**src/rtl/uart_rx_pkg.sv**
```systemverilog
package uart_rx_pkg;

  typedef enum logic [2:0] {
    ST_IDLE,
    ST_START,
    ST_DATA,
    ST_PAR,
    ST_STOP1,
    ST_STOP2,
    ST_WAIT_HIGH
  } rx_state_t;

  // Oversampling ticks per bit for a ratio select code
  function automatic int os_ratio(input logic [1:0] sel);
    case (sel)
      2'b01:   return 8;
      2'b10:   return 4;
      default: return 16;
    endcase
  endfunction

endpackage

```
**src/rtl/uart_rx_sync.sv**
```systemverilog
module uart_rx_sync #(
  parameter int STAGES = 2
) (
  input  logic clk,
  input  logic rst,
  input  logic d_async,
  output logic q_sync
);

  logic [STAGES-1:0] chain;

  generate
    for (genvar i = 0; i < STAGES; i++) begin : g_stage
      if (i == 0) begin : g_first
        always_ff @(posedge clk) begin
          if (rst) chain[0] <= 1'b1;
          else     chain[0] <= d_async;
        end
      end else begin : g_next
        always_ff @(posedge clk) begin
          if (rst) chain[i] <= 1'b1;
          else     chain[i] <= chain[i-1];
        end
      end
    end
  endgenerate

  assign q_sync = chain[STAGES-1];

endmodule

```
**src/rtl/uart_rx_bit_timer.sv**
```systemverilog
module uart_rx_bit_timer
  import uart_rx_pkg::*;
#(
  parameter int CNT_W = 4
) (
  input  logic       clk,
  input  logic       rst,
  input  logic       os_tick,
  input  logic       run,
  input  logic [1:0] os_sel,
  output logic       hit
);

  logic [CNT_W-1:0] cnt;
  logic             first_half;
  logic [CNT_W:0]   ratio;
  logic [CNT_W:0]   target;

  assign ratio  = (CNT_W+1)'(os_ratio(os_sel));
  assign target = first_half ? ((ratio >> 1) - 1'b1) : (ratio - 1'b1);
  assign hit    = run && os_tick && ({1'b0, cnt} == target);

  always_ff @(posedge clk) begin
    if (rst || !run) begin
      cnt        <= '0;
      first_half <= 1'b1;
    end else if (os_tick) begin
      if (hit) begin
        cnt        <= '0;
        first_half <= 1'b0;
      end else begin
        cnt <= cnt + 1'b1;
      end
    end
  end

  AST_CNT_BELOW_RATIO: assert property (@(posedge clk) disable iff (rst)
    {1'b0, cnt} < ratio);

endmodule

```
**src/rtl/uart_rx_framer.sv**
```systemverilog
module uart_rx_framer
  import uart_rx_pkg::*;
#(
  parameter int DATA_W = 8,
  localparam int IDX_W = $clog2(DATA_W),
  localparam int LEN_W = IDX_W + 1
) (
  input  logic              clk,
  input  logic              rst,
  input  logic              os_tick,
  input  logic              rx,
  input  logic              hit,
  input  logic [1:0]        wlen_sel,
  input  logic              par_en,
  input  logic              par_odd,
  input  logic              stop2,
  output logic              timer_run,
  output logic              char_valid,
  output logic [DATA_W-1:0] char_data,
  output logic              err_parity,
  output logic              err_frame,
  output logic              err_break,
  output logic              busy,
  output logic              bit_tick
);

  rx_state_t         state;
  logic [DATA_W-1:0] sr;
  logic [IDX_W-1:0]  idx;
  logic              all_low;
  logic              par_bit;
  logic [LEN_W-1:0]  nbits;
  logic [DATA_W-1:0] aligned;
  logic              par_exp;

  assign nbits     = LEN_W'(wlen_sel) + LEN_W'(DATA_W - 3);
  assign aligned   = sr >> (LEN_W'(DATA_W) - nbits);
  assign par_exp   = (^aligned) ^ par_odd;
  assign timer_run = (state != ST_IDLE) && (state != ST_WAIT_HIGH);
  assign busy      = (state != ST_IDLE);

  always_ff @(posedge clk) begin
    if (rst) begin
      state      <= ST_IDLE;
      sr         <= '0;
      idx        <= '0;
      all_low    <= 1'b1;
      par_bit    <= 1'b0;
      char_valid <= 1'b0;
      char_data  <= '0;
      err_parity <= 1'b0;
      err_frame  <= 1'b0;
      err_break  <= 1'b0;
      bit_tick   <= 1'b0;
    end else begin
      char_valid <= 1'b0;
      bit_tick   <= 1'b0;
      case (state)
        ST_IDLE: begin
          if (os_tick && !rx) state <= ST_START;
        end
        ST_START: begin
          if (hit) begin
            bit_tick <= 1'b1;
            if (rx) begin
              state <= ST_IDLE;
            end else begin
              state   <= ST_DATA;
              idx     <= '0;
              sr      <= '0;
              all_low <= 1'b1;
              par_bit <= 1'b0;
            end
          end
        end
        ST_DATA: begin
          if (hit) begin
            bit_tick <= 1'b1;
            sr       <= {rx, sr[DATA_W-1:1]};
            all_low  <= all_low & ~rx;
            idx      <= idx + 1'b1;
            if (LEN_W'(idx) == nbits - 1'b1)
              state <= par_en ? ST_PAR : ST_STOP1;
          end
        end
        ST_PAR: begin
          if (hit) begin
            bit_tick <= 1'b1;
            par_bit  <= rx;
            all_low  <= all_low & ~rx;
            state    <= ST_STOP1;
          end
        end
        ST_STOP1: begin
          if (hit) begin
            bit_tick   <= 1'b1;
            char_valid <= 1'b1;
            char_data  <= aligned;
            err_parity <= par_en && (par_bit != par_exp);
            err_frame  <= ~rx;
            err_break  <= ~rx & all_low;
            if (!rx)       state <= ST_WAIT_HIGH;
            else if (stop2) state <= ST_STOP2;
            else           state <= ST_IDLE;
          end
        end
        ST_STOP2: begin
          if (hit) begin
            bit_tick <= 1'b1;
            state    <= ST_IDLE;
          end
        end
        ST_WAIT_HIGH: begin
          if (rx) state <= ST_IDLE;
        end
        default: state <= ST_IDLE;
      endcase
    end
  end

  AST_BREAK_WITH_FRAME: assert property (@(posedge clk) disable iff (rst)
    (char_valid && err_break) |-> err_frame);
  AST_VALID_ONE_CYCLE: assert property (@(posedge clk) disable iff (rst)
    char_valid |=> !char_valid);
  AST_HOLD_WHILE_LOW: assert property (@(posedge clk) disable iff (rst)
    (state == ST_WAIT_HIGH && !rx) |=> (state == ST_WAIT_HIGH));
  AST_FALSE_START_DROP: assert property (@(posedge clk) disable iff (rst)
    (state == ST_START && hit && rx) |=> (state == ST_IDLE && !char_valid));

endmodule

```
**src/rtl/uart_rx_engine.sv**
```systemverilog
module uart_rx_engine #(
  parameter int DATA_W      = 8,
  parameter int CNT_W       = 4,
  parameter int SYNC_STAGES = 2
) (
  input  logic              clk,
  input  logic              rst,
  input  logic              os_tick,
  input  logic              rx_in,
  input  logic [1:0]        os_sel,
  input  logic [1:0]        wlen_sel,
  input  logic              par_en,
  input  logic              par_odd,
  input  logic              stop2,
  output logic              char_valid,
  output logic [DATA_W-1:0] char_data,
  output logic              err_parity,
  output logic              err_frame,
  output logic              err_break,
  output logic              busy,
  output logic              bit_tick
);

  logic rx_s;
  logic hit;
  logic timer_run;

  uart_rx_sync #(.STAGES(SYNC_STAGES)) u_sync (
    .clk     (clk),
    .rst     (rst),
    .d_async (rx_in),
    .q_sync  (rx_s)
  );

  uart_rx_bit_timer #(.CNT_W(CNT_W)) u_timer (
    .clk     (clk),
    .rst     (rst),
    .os_tick (os_tick),
    .run     (timer_run),
    .os_sel  (os_sel),
    .hit     (hit)
  );

  uart_rx_framer #(.DATA_W(DATA_W)) u_framer (
    .clk        (clk),
    .rst        (rst),
    .os_tick    (os_tick),
    .rx         (rx_s),
    .hit        (hit),
    .wlen_sel   (wlen_sel),
    .par_en     (par_en),
    .par_odd    (par_odd),
    .stop2      (stop2),
    .timer_run  (timer_run),
    .char_valid (char_valid),
    .char_data  (char_data),
    .err_parity (err_parity),
    .err_frame  (err_frame),
    .err_break  (err_break),
    .busy       (busy),
    .bit_tick   (bit_tick)
  );

  AST_TICK_NEEDS_OS: assert property (@(posedge clk) disable iff (rst)
    bit_tick |-> $past(os_tick));

endmodule

```
**config.mk**
```make
export PLATFORM = sky130hd
export DESIGN_NAME = uart_rx_engine
export DESIGN_NICKNAME = d
export VERILOG_FILES = /design/src/rtl/uart_rx_pkg.sv /design/src/rtl/uart_rx_sync.sv /design/src/rtl/uart_rx_bit_timer.sv /design/src/rtl/uart_rx_framer.sv /design/src/rtl/uart_rx_engine.sv
export SDC_FILE = /design/constraint.sdc
export NUM_CORES = 1
export LEC_CHECK = 0
export CORE_MARGIN = 2
export CORE_UTILIZATION = 63
export DETAILED_ROUTE_END_ITERATION = 12
export DONT_BUFFER_PORTS = 1
export PLACE_DENSITY = 0.83
export SLEW_MARGIN = 20
export SYNTH_ARGS = -nofsm -noshare
export SYNTH_HDL_FRONTEND = slang
export SYNTH_SLANG_ARGS = --single-unit
```
**constraint.sdc**
```tcl
create_clock -name clk -period 3.4 [get_ports clk]
set_clock_uncertainty 0.2 [all_clocks]
set_input_delay 0.68 -clock clk [delete_from_list [all_inputs] [get_ports clk]]
set_output_delay 0.68 -clock clk [all_outputs]
set_load 0.01 [all_outputs]
```
==> results.sh <==
export IMPL_status="finished clean"
export IMPL_drt_iter0_drc=159
export IMPL_switching_share_pct=31.8
export IMPL_area_growth_pct=3.70
export IMPL_dr_pass1_iters=4
export IMPL_place_gp_congestion=0.822
export IMPL_clk_latency_ps=340
export IMPL_yosys_area_share_adder_pct=3.58
export IMPL_cts_setup_buffers=0
export IMPL_cp_top_family="simple AND/OR/NAND/NOR gates"
export IMPL_p_leak_nw=0.803
export IMPL_diodes=0
export IMPL_ys_warn_count=0
export IMPL_synth_area_leaders="dfxtp_1 (34%), mux2i_1 (5.7%), a21oi_1 (5.5%), o21ai_0 (5.0%), xnor2_1 (4.2%)"
export IMPL_synth_simple_area_share_pct=20.8
export IMPL_ys_seq_elements=36
export IMPL_antenna_found_initial=0
export IMPL_syn_num_nets=269
export IMPL_yosys_most_used_dff="dfxtp_1"
export IMPL_clockPowerShare_pct=30.7
export IMPL_synth_top_cell_area_share_pct=34.4
export IMPL_ff2ff_path_depth=6
export IMPL_clk_path_buf_depth=2
export IMPL_async_reset_ff_share_pct=0
export IMPL_hold_viol=0
export IMPL_final_nets=260
export IMPL_numCtsBuffers=5
export IMPL_cp_slowest_stage_delay_ps=570
export IMPL_routedWlPerCell_um=15.1
export IMPL_critPathKind="in -> reg"
export IMPL_die_x_um=61.7
export IMPL_min_path_type="in -> reg"
export IMPL_pwr_share_comb_pct=20.8
export IMPL_netlist_area_mm2=0.00209
export IMPL_holdBufCountCts=0
export IMPL_synth_top_family_by_area="compound AO/OA/AOI/OAI gates"
export IMPL_stdcell_area_mm2=0.00217
export IMPL_ant_nets=0
export IMPL_clkSinkCount=36
export IMPL_portBuffers=0
export IMPL_start_util_pct=67.5
export IMPL_routed_wl_mm=4.35
export IMPL_cp_start_kind="primary input"
export IMPL_max_freq_ghz=0.362
export IMPL_synth_edf_count=0
export IMPL_ir_drop_uv=327
export IMPL_dp_slack_ps=301
export IMPL_hold_path_end="u_framer.sr[5]"
export IMPL_power_mw=0.984
export IMPL_vias_per_cell=6.25
export IMPL_cts_tree="built"
export IMPL_power_share_sequential_pct=48.6
export IMPL_critical_path_buf_inv_count=1
export IMPL_dieArea_mm2=0.00380
export IMPL_final_common_cell="dfxtp_1"
export IMPL_synth_distinct_cells=49
export IMPL_power_per_cell_area_mw_per_mm2=453
export IMPL_startpoint="os_sel[0]"
export IMPL_cts_root_buffer="clkbuf_4"
export IMPL_timing_hold_ws_ps=200
export IMPL_synth_xor_area_share_pct=7.47
export IMPL_fillers=248
export IMPL_dp_cells=280
export IMPL_final_util_pct=70.0
export IMPL_yosys_area_top_type="dfxtp_1"
export IMPL_finalNonFillerCells=288
export IMPL_synth_seq_area_share_pct=34.4
export IMPL_timing_final_ws_setup_ps=640
export IMPL_syn_avg_cell_area_um2=8.31
export IMPL_grt_total_usage_pct=24.6
export IMPL_layout_common_cells="dfxtp_1 (36), a21oi_1 (23), o21ai_0 (21)"
export IMPL_slew_headroom_pct=37.4
export IMPL_cts_resized=0
export IMPL_ff_latch_area_um2=721
export IMPL_io_pins=25
export IMPL_synthMuxAreaShare_pct=6.81
export IMPL_grt_pass1_vias=1545
export IMPL_hpwl_mm=3.01
export IMPL_rr_startpoint="u_framer.state[1]"
export IMPL_cap_violations=0
export IMPL_crit_path_cell_trace="inv_1 -> ha_1 -> or4b_1 -> o211ai_2 -> xnor2_2 -> nand4b_1 -> or4_1 -> a21oi_1"
export IMPL_r2r_slack_ps=830
export IMPL_p_switching_mw=0.313
export IMPL_row_count=20
export IMPL_min_path_cells=1
export IMPL_slowest_stage="or4_1"
export IMPL_crit_required_ps=3480
export IMPL_die_h_um=61.7
export IMPL_gr_total_overflow=0
export IMPL_vias=1799
export IMPL_report_final_slew_viol_count=0
export IMPL_coreArea_mm2=0.00310
export IMPL_grt_max_degree=31
export IMPL_min_period_ps=2760
export IMPL_syn_inst=252
export IMPL_drc=0
export IMPL_setup_violations_final=0
export IMPL_arrival_ps=2840
export IMPL_r2r_end="u_framer.idx[2]"
export IMPL_grt_pass1_wl_mm=6.96
export IMPL_multi_input_area_mm2=0.00125
export IMPL_clk_pin_slew_ps=110
export IMPL_internal_power_mw=0.671
export IMPL_synth_compound_area_share_pct=21.1
export IMPL_timing_final_crit_share_pct=81.2
export IMPL_placed_cell_area_mm2=0.00210
export IMPL_cp_max_fo=7
export IMPL_critPathCaptureType="flop"
export IMPL_cts_max_level=2
export IMPL_rsz0062_at_grt="no"
export IMPL_drive_gt1_share_pct=8.20
export IMPL_worst_pin_slew_ps=931
export IMPL_tns_ps=0
export IMPL_min_from="rst"
final cells by class:
| class | instances | share of cell area, % |
|---|---|---|
| Clock buffer | 6 | 1.90 |
| Clock inverter | 2 | 1.61 |
| Inverter | 10 | 1.73 |
| Multi-Input combinational cell | 186 | 57.7 |
| Sequential cell | 36 | 33.2 |
| Tap cell | 44 | 2.53 |
| Timing Repair Buffer | 4 | 1.38 |
state kept, by name (all words and copies together), names as in the netlist:
register	cells
u_framer.char_data	8
u_framer.sr	8
u_timer.cnt	4
u_framer.idx	3
u_framer.state	3
u_framer.all_low	1
u_framer.bit_tick	1
u_framer.char_valid	1
u_framer.err_break	1
u_framer.err_frame	1
u_framer.err_parity	1
u_framer.par_bit	1
u_sync.chain	1
u_sync.q_sync	1
u_timer.first_half	1
power by group through the flow:
stage	Clock [mW]	Sequential (mW)	Combinational, mW
global placement	0	0.486	0.197
floorplan	0	0.453	0.205
global route	0.321	0.483	0.233
CTS	0.304	0.477	0.204
detailed placement	0	0.487	0.201
finish	0.302	0.478	0.204
metal layers:
metal | wire (um) | GRT usage, % | part of all wire [%] | up-vias
met1 | 2020 | 32.1 | 46 | 845
li1 | - | - | - | 896
met2 | 2000 | 39.2 | 46 | 53
met3 | 287 | 6.30 | 6.6 | 5
met4 | 46 | 9.12 | 1.1 | 0
met5 | 0 | 0 | 0 | -
synthesized netlist by cell type (all sizes together), types with 7 or more instances:
cell and number:
nand2 20, nor2 13, a21oi 23, xnor2 11, nand3 7, dfxtp 36
o21ai 21, clkbuf 16, mux2i 12, nand4b 9, inv 10
worst max path at each step:
stage,end,slack [ps],cells after the start
CTS,u_framer.idx[2],650,8
finish,u_framer.idx[2],640,8
global placement,u_framer.idx[2],370,8
detailed placement,u_framer.idx[2],300,8
global route,u_framer.idx[2],510,8
floorplan,u_framer.idx[2],460,8
cell families (layout without fill, tap and decap cells):
group / count (synthesis) / count (layout)
adder cells (fa/ha/maj): 6 / 6
multiplexers: 14 / 14
AO/OA/AOI/OAI: 72 / 72
AND/OR/NAND/NOR: 77 / 77
buffers and inverters: 30 / 22
XOR/XNOR: 17 / 17
flip-flops: 36 / 36
No activity file was read; power rests on OpenSTA's default activity.
